File: config.mk
export PLATFORM = sky130hd
export DESIGN_NAME = corr_array
export DESIGN_NICKNAME = d
export VERILOG_FILES = /design/src/rtl/corr_pkg.sv /design/src/rtl/corr_stage.sv /design/src/rtl/corr_pattern_buf.sv /design/src/rtl/corr_plane_sum.sv /design/src/rtl/corr_array.sv
export SDC_FILE = /design/constraint.sdc
export NUM_CORES = 2
export LEC_CHECK = 0
export ABC_AREA = 1
export BUFFER_PORTS_ARGS = -buffer_cell sky130_fd_sc_hd__buf_2
export CAP_MARGIN = 5
export CORE_MARGIN = 2
export CORE_UTILIZATION = 30
export CTS_CLUSTER_SIZE = 10
export DETAILED_ROUTE_END_ITERATION = 16
export GPL_TIMING_DRIVEN = 0
export SLEW_MARGIN = 20
export SYNTH_ARGS = -nofsm -noshare
export SYNTH_HDL_FRONTEND = slang
export SYNTH_SLANG_ARGS = --single-unit
File: constraint.sdc
create_clock -name clk -period 12.7 [get_ports clk]
set_input_delay 2.54 -clock clk [delete_from_list [all_inputs] [get_ports clk]]
set_output_delay 2.54 -clock clk [all_outputs]
set_load 0.02 [all_outputs]
File: src/rtl/corr_pkg.sv
package corr_pkg;

  // log2 of the effective sample width, clamped to the group size
  function automatic int eff_wlog(input logic [1:0] wsel, input logic split,
                                  input int stg_log);
    int glog;
    glog = stg_log - (split ? 1 : 0);
    return (int'(wsel) > glog) ? glog : int'(wsel);
  endfunction

  // sample bus bit that owns stage s
  function automatic int src_plane(input int s, input logic [1:0] wsel,
                                   input logic split, input int stg_log);
    int glog, llog, h, ls;
    glog = stg_log - (split ? 1 : 0);
    llog = glog - eff_wlog(wsel, split, stg_log);
    h    = s >> glog;
    ls   = s - (h << glog);
    return (h << glog) + (ls >> llog);
  endfunction

  // stage s is the first stage of its plane
  function automatic logic is_head(input int s, input logic [1:0] wsel,
                                   input logic split, input int stg_log);
    int glog, llog, ls;
    glog = stg_log - (split ? 1 : 0);
    llog = glog - eff_wlog(wsel, split, stg_log);
    ls   = s - ((s >> glog) << glog);
    return (ls & ((1 << llog) - 1)) == 0;
  endfunction

endpackage

File: src/rtl/corr_stage.sv
module corr_stage #(
  parameter int TAPS = 32,
  parameter int CW   = $clog2(TAPS + 1)
) (
  input  logic            clk,
  input  logic            rst_n,
  input  logic            sin,
  input  logic [TAPS-1:0] ref_act,
  input  logic [TAPS-1:0] msk_act,
  output logic            sout,
  output logic [CW-1:0]   cnt
);
  logic [TAPS-1:0] taps;
  logic [TAPS-1:0] hit;
  logic            armed;

  always_ff @(posedge clk) begin
    if (!rst_n) begin
      taps  <= '0;
      armed <= 1'b0;
    end else begin
      taps  <= {taps[TAPS-2:0], sin};
      armed <= 1'b1;
    end
  end

  assign sout = taps[TAPS-1];
  assign hit  = ~(taps ^ ref_act) & ~msk_act;

  always_comb begin
    cnt = '0;
    for (int t = 0; t < TAPS; t++) cnt = cnt + CW'(hit[t]);
  end

  AST_TAP_ENTRY: assert property (@(posedge clk) disable iff (!rst_n)
    armed |-> taps[0] == $past(sin));
  AST_TAP_ADVANCE: assert property (@(posedge clk) disable iff (!rst_n)
    armed |-> taps[TAPS-1:1] == $past(taps[TAPS-2:0]));

endmodule

File: src/rtl/corr_pattern_buf.sv
module corr_pattern_buf #(
  parameter int N = 256
) (
  input  logic         clk,
  input  logic         rst_n,
  input  logic         bit_in,
  input  logic         shift,
  input  logic         xfer,
  output logic         chain,
  output logic [N-1:0] active
);
  logic [N-1:0] shadow;

  always_ff @(posedge clk) begin
    if (!rst_n) begin
      shadow <= '0;
      active <= '0;
    end else begin
      if (shift) shadow <= {shadow[N-2:0], bit_in};
      if (xfer)  active <= shadow;
    end
  end

  assign chain = shadow[N-1];

  AST_SHADOW_ENTRY: assert property (@(posedge clk) disable iff (!rst_n)
    shift |=> shadow[0] == $past(bit_in));
  AST_ACTIVE_HOLD: assert property (@(posedge clk) disable iff (!rst_n)
    !xfer |=> $stable(active));
  AST_XFER_COPY: assert property (@(posedge clk) disable iff (!rst_n)
    xfer |=> active == $past(shadow));

endmodule

File: src/rtl/corr_plane_sum.sv
module corr_plane_sum #(
  parameter int STAGES  = 8,
  parameter int CW      = 6,
  parameter int SCW     = 9,
  parameter int STG_LOG = 3
) (
  input  logic                  clk,
  input  logic                  rst_n,
  input  logic [STAGES*CW-1:0]  stage_cnt,
  input  logic [1:0]            wsel,
  input  logic                  split,
  output logic [STAGES*SCW-1:0] score
);
  logic [SCW-1:0] acc [STAGES];

  always_comb begin
    for (int j = 0; j < STAGES; j++) begin
      acc[j] = '0;
      for (int s = 0; s < STAGES; s++)
        if (corr_pkg::src_plane(s, wsel, split, STG_LOG) == j)
          acc[j] = acc[j] + SCW'(stage_cnt[s*CW +: CW]);
    end
  end

  always_ff @(posedge clk) begin
    if (!rst_n) score <= '0;
    else
      for (int j = 0; j < STAGES; j++) score[j*SCW +: SCW] <= acc[j];
  end

endmodule

File: src/rtl/corr_array.sv
module corr_array #(
  parameter int STAGES = 8,
  parameter int TAPS   = 32,
  localparam int NTAP    = STAGES * TAPS,
  localparam int STG_LOG = $clog2(STAGES),
  localparam int CW      = $clog2(TAPS + 1),
  localparam int SCW     = $clog2(NTAP + 1)
) (
  input  logic                  clk,
  input  logic                  rst_n,
  input  logic [STAGES-1:0]     din,
  input  logic [1:0]            wsel,
  input  logic                  split,
  input  logic                  ref_bit,
  input  logic                  ref_shift,
  input  logic                  msk_bit,
  input  logic                  msk_shift,
  input  logic                  xfer,
  output logic [STAGES*SCW-1:0] score,
  output logic [STAGES-1:0]     tap_out,
  output logic                  ref_chain,
  output logic                  msk_chain
);
  logic [NTAP-1:0]      ref_act;
  logic [NTAP-1:0]      msk_act;
  logic [STAGES-1:0]    stg_out;
  logic [STAGES*CW-1:0] stg_cnt;

  corr_pattern_buf #(.N(NTAP)) u_ref (
    .clk(clk), .rst_n(rst_n), .bit_in(ref_bit), .shift(ref_shift),
    .xfer(xfer), .chain(ref_chain), .active(ref_act));

  corr_pattern_buf #(.N(NTAP)) u_msk (
    .clk(clk), .rst_n(rst_n), .bit_in(msk_bit), .shift(msk_shift),
    .xfer(xfer), .chain(msk_chain), .active(msk_act));

  for (genvar s = 0; s < STAGES; s++) begin : g_stage
    logic               sin;
    logic [STG_LOG-1:0] pick;
    assign pick = STG_LOG'(corr_pkg::src_plane(s, wsel, split, STG_LOG));
    if (s == 0) begin : g_first
      assign sin = din[pick];
    end else begin : g_rest
      assign sin = corr_pkg::is_head(s, wsel, split, STG_LOG) ? din[pick]
                                                              : stg_out[s-1];
    end
    corr_stage #(.TAPS(TAPS), .CW(CW)) u_stage (
      .clk(clk), .rst_n(rst_n), .sin(sin),
      .ref_act(ref_act[s*TAPS +: TAPS]), .msk_act(msk_act[s*TAPS +: TAPS]),
      .sout(stg_out[s]), .cnt(stg_cnt[s*CW +: CW]));
  end

  assign tap_out = stg_out;

  corr_plane_sum #(.STAGES(STAGES), .CW(CW), .SCW(SCW), .STG_LOG(STG_LOG)) u_sum (
    .clk(clk), .rst_n(rst_n), .stage_cnt(stg_cnt), .wsel(wsel),
    .split(split), .score(score));

  int score_total;
  always_comb begin
    score_total = 0;
    for (int j = 0; j < STAGES; j++) score_total = score_total + int'(score[j*SCW +: SCW]);
  end

  AST_MASK_CAP: assert property (@(posedge clk) disable iff (!rst_n)
    score_total <= NTAP - $countones($past(msk_act)));

endmodule

==> flow_results.org <==
** Status
- Result of the run :: completed

** Die
- Core footprint :: roughly 0.21 mm2
- DIE WIDTH :: 463.0 um
- Rows :: between 150 and 200
- Overall die area :: about 0.21 mm2
- I/O pin count :: 100
- The die is 463.0 um tall.
- Starting utilization of the core area :: 0.3016

** Logic synthesis
- Dominant cell type by area after synthesis :: dfxtp_1
- Number of instances in the synthesized netlist :: roughly 8.3k
- Proportion of netlist area held by the largest area contributor :: 0.4282
- The Yosys step of the flow raised 0 warnings.
- In this run, synthesis inferred 0 flip-flops with an integrated enable.
- The mapped netlist covers between 0.06 and 0.07 mm2.
- In this run the mean area of a mapped cell was about 7.6 um2.
- Synth async-reset ratio :: 0
- Most common flop cell mapped by yosys :: dfxtp_1
- Dominant cells by area after synthesis :: dfxtp_1 43%, nor2_1 11%, o21ai_0 11%
- The synthesized design contains 1352 register bits.
- Share of synthesized area occupied by flip-flops and latches :: 0.4282
- Synth cell types :: 52

** Min path
- Classification of the worst-slack hold path :: flop to flop
- Along the worst hold path, the cell count comes to 2.

** Setup path
- For this run, the slowest stage of the critical path takes ~0.56 ns.
- The worst setup path is launched from a flop.
- The worst setup path is captured at a flop.
- Critical path arrival :: roughly 13 ns
- Highest net fanout along the worst path :: 4
- Stages on the worst setup path :: between 50 and 60
- The number of cells on the worst reg-to-reg path is 53.
- Cell repeated most along the worst path :: nand2_1
- The largest individual stage delay along the critical path comes from the cell fa_1.
- The worst setup path is of the flop to flop kind.
- Critical path data required time :: ~13 ns
- Largest delay contributor family on the critical path :: adder cells
- Worst path buffer plus inverter count :: 7

** Clock tree
- Inserted Clock Buffers :: 159
- Later-pin clock latency in the skew report :: approximately 0.8 ns
- TritonCTS clock tree :: done
- Clk sinks :: roughly 1.4k
- Post-CTS setup repair buffer count :: 0
- Reg clk slew, reported paths :: ~0.050 ns
- Post-cts resize count :: 0
- Counting along the longest clock path gives a buffer depth of 3.
- CTS H-tree depth :: 4
- CTS hold repair buffers :: 0
- CTS placed an instance of clkbuf_16 at the clock tree root.

** Global route
- First-pass GRT wire length :: 283900 um
- The initial antenna violation count was 23.
- Via count of the first global-routing pass :: 50.79k
- Largest net degree at the start of global routing :: 17
- Total global-route track usage :: 0.1669
- Residual overflow from global routing :: 0

** Job
- Max-cap viol count :: 0

** Routing
- The final layout contains routed wiring with a total length of around 180000 um.
- Final antenna-violating net count :: 0
- The detailed router finished its first iteration with 3533 violations.
- After detailed routing, the average wire length per cell comes to ~16 um.
- The first detailed-routing pass ran for 8 iterations.
- Post-route DRC violation count :: 0
- Vias after detailed routing :: ~53k
- Average via count per standard cell :: between 4 and 5

** Final layout
- In the final layout, the share of cells above drive strength 1 is 0.04801.
- After filler insertion, the fill cell instance count of the layout stands at about 22k.
- Summing all flip-flop and latch instances after layout gives 0.02707 mm2.
- Summing all multi-input logic gate instances after layout gives 0.03098 mm2.
- From synthesis to final layout, the design area changed by 13.88%.
- Summing all non-filler instances in the final layout gives an area of between 0.07 and 0.08 mm2.
- In the final design database the tool counted around 9k nets.
- Final cell count without fillers :: ~11k

** Timing
- Pin slew with the least headroom to its limit :: approximately 1.3 ns
- After layout, the worst setup slack is a little over 0.7 ns.
- Tmin final :: 11.98 ns
- Fin. Hold Viols :: 0
- Max-slew headroom :: 0.1255
- Final sum of negative setup slack :: 0 ns
- The count of pins over their slew limit is 0.
- Fin crit share :: 0.9435
- Derived from the worst setup path, the maximum achievable clock frequency is around 0.083 GHz.
- Setup violations remaining at the end of the flow were counted as 0.
- Clock skew after layout :: around 0.031 ns

** Place
- The count of buffers added on input and output ports is 96.
- Cell count after placement :: about 11k
- Detail Placement HPWL :: between 100000 and 150000 um
- Cell area after placement :: around 0.067 mm2
- RePlAce Congestion :: a little over 0.9
- Placement-stage worst setup slack :: roughly 0.32 ns
-- synthesized netlist by cell type (2+ instances only) --
cell type  count
nor2_1      1913
a31oi_1       25
o21ai_1       43
ha_1         271
or3_1          5
or2_0          2
nor2_2        10
nand4_1        4
o21bai_1      14
o211ai_1      26
buf_1         19
nand3_1       84
o31ai_1        5
dfxtp_1     1352
or2_1          3
nand3b_1       4
inv_2         22
inv_1        973
clkbuf_1     370
or2_2         19
buf_2          3
nor3_1        17
nand3b_2       2
a211oi_1      11
conb_1         2
xor2_1       101
a21oi_1      561
o21ai_0     1355
a32o_1         2
nor2_4         5
nand2_2        5
fa_1         225
and2_1        10
buf_4         10
nand2_1      722
o2111ai_1      3
o22ai_1        5
a21o_1         8
o32ai_1        4
o21a_1         4
o221ai_1       4
xnor2_1       54
-- path summary, 6_finish.rpt --
check	from	to	slack, ns
worst max-delay path	g_stage[1].u_stage.taps[1]$_SDFF_PN0_	u_sum.score[8]$_SDFF_PN0_	0.72
worst min-delay path	g_stage[4].u_stage.taps[17]$_SDFF_PN0_	g_stage[4].u_stage.taps[18]$_SDFF_PN0_	0.42
worst max register to register	g_stage[1].u_stage.taps[1]$_SDFF_PN0_	u_sum.score[8]$_SDFF_PN0_	0.72
worst min register to register	g_stage[4].u_stage.taps[17]$_SDFF_PN0_	g_stage[4].u_stage.taps[18]$_SDFF_PN0_	0.42
-- layout make-up --
| type | instances | area share |
|---|---|---|
| antenna | 15 | 0.0005215 |
| buffer | 402 | 0.02185 |
| clock buffer | 185 | 0.05867 |
| clock inverter | 19 | 0.003094 |
| inverter | 996 | 0.05194 |
| multi-input combinational | 5543 | 0.4304 |
| sequential | 1352 | 0.3760 |
| tap | 2805 | 0.04876 |
| timing repair buffer | 106 | 0.008744 |
-- placed cells by master, fill, tap and decap left out, types with 13 or more instances in the layout --
cell type	count
o211ai_1	26
clkbuf_2	18
dfxtp_1	1352
nor3_1	17
a21oi_1	561
o21bai_1	14
clkbuf_1	369
ha_1	271
o21ai_0	1353
or2_2	19
nand3_1	84
a31oi_1	25
fa_1	224
xnor2_1	50
nor2_2	13
diode_2	15
o21ai_1	41
buf_2	99
inv_1	972
inv_2	22
nor2_1	1909
clkbuf_16	164
buf_1	19
nand2_1	722
xor2_1	96
-- flip-flops by register name, indices dropped and copies added (netlist names) --
register,flops
u_sum.score,72
u_msk.active,256
g_stage.u_stage.taps,256
u_msk.shadow,256
u_ref.active,256
u_ref.shadow,256
-- kinds of logic after synthesis --
group | synth area share
and+or+nand+nor | 0.1727
AOI/OAI and AO/OA | 0.1689
buffers and inverters | 0.08368
DFF | 0.4282
adders and majority gates | 0.1249
xor gates and xnor gates | 0.02148
other | 0.0001188
-- through the flow --
stage | util | hold slack, ns
finish | 0.3435 | 0.4248
global route | 0.3434 | 0.4451
CTS | 0.3430 | 0.4231
detailed placement | 0.3218 | 0.4271
global placement | 0.3207 | 0.4203
floorplan | - | 0.4166
-- worst reg2reg max path, delay by kind of cell, from the launching register on --
| family | cells | cell delay, ns |
|---|---|---|
| adder cells (fa/ha/maj) | 16 | 7.50 |
| AND/OR/NAND/NOR | 20 | 1.59 |
| AO/OA/AOI/OAI | 7 | 1.31 |
| buffers and inverters | 7 | 0.55 |
| XOR/XNOR | 3 | 0.53 |
| flip-flops | 1 | 0.37 |
-- per-layer routing --
metal | routed length, um | GRT usage | vias to the layer above
met4 | 8132 | 0.07709 | 0
met5 | 0 | 0 | -
li1 | - | - | 26857
met1 | 81360 | 0.2132 | 24798
met3 | 7446 | 0.02273 | 330
met2 | 84520 | 0.2782 | 1043
Power is left out: the tool's default activity adds up to more than one toggle a clock period on the data nets, which glitch-free logic cannot reach.
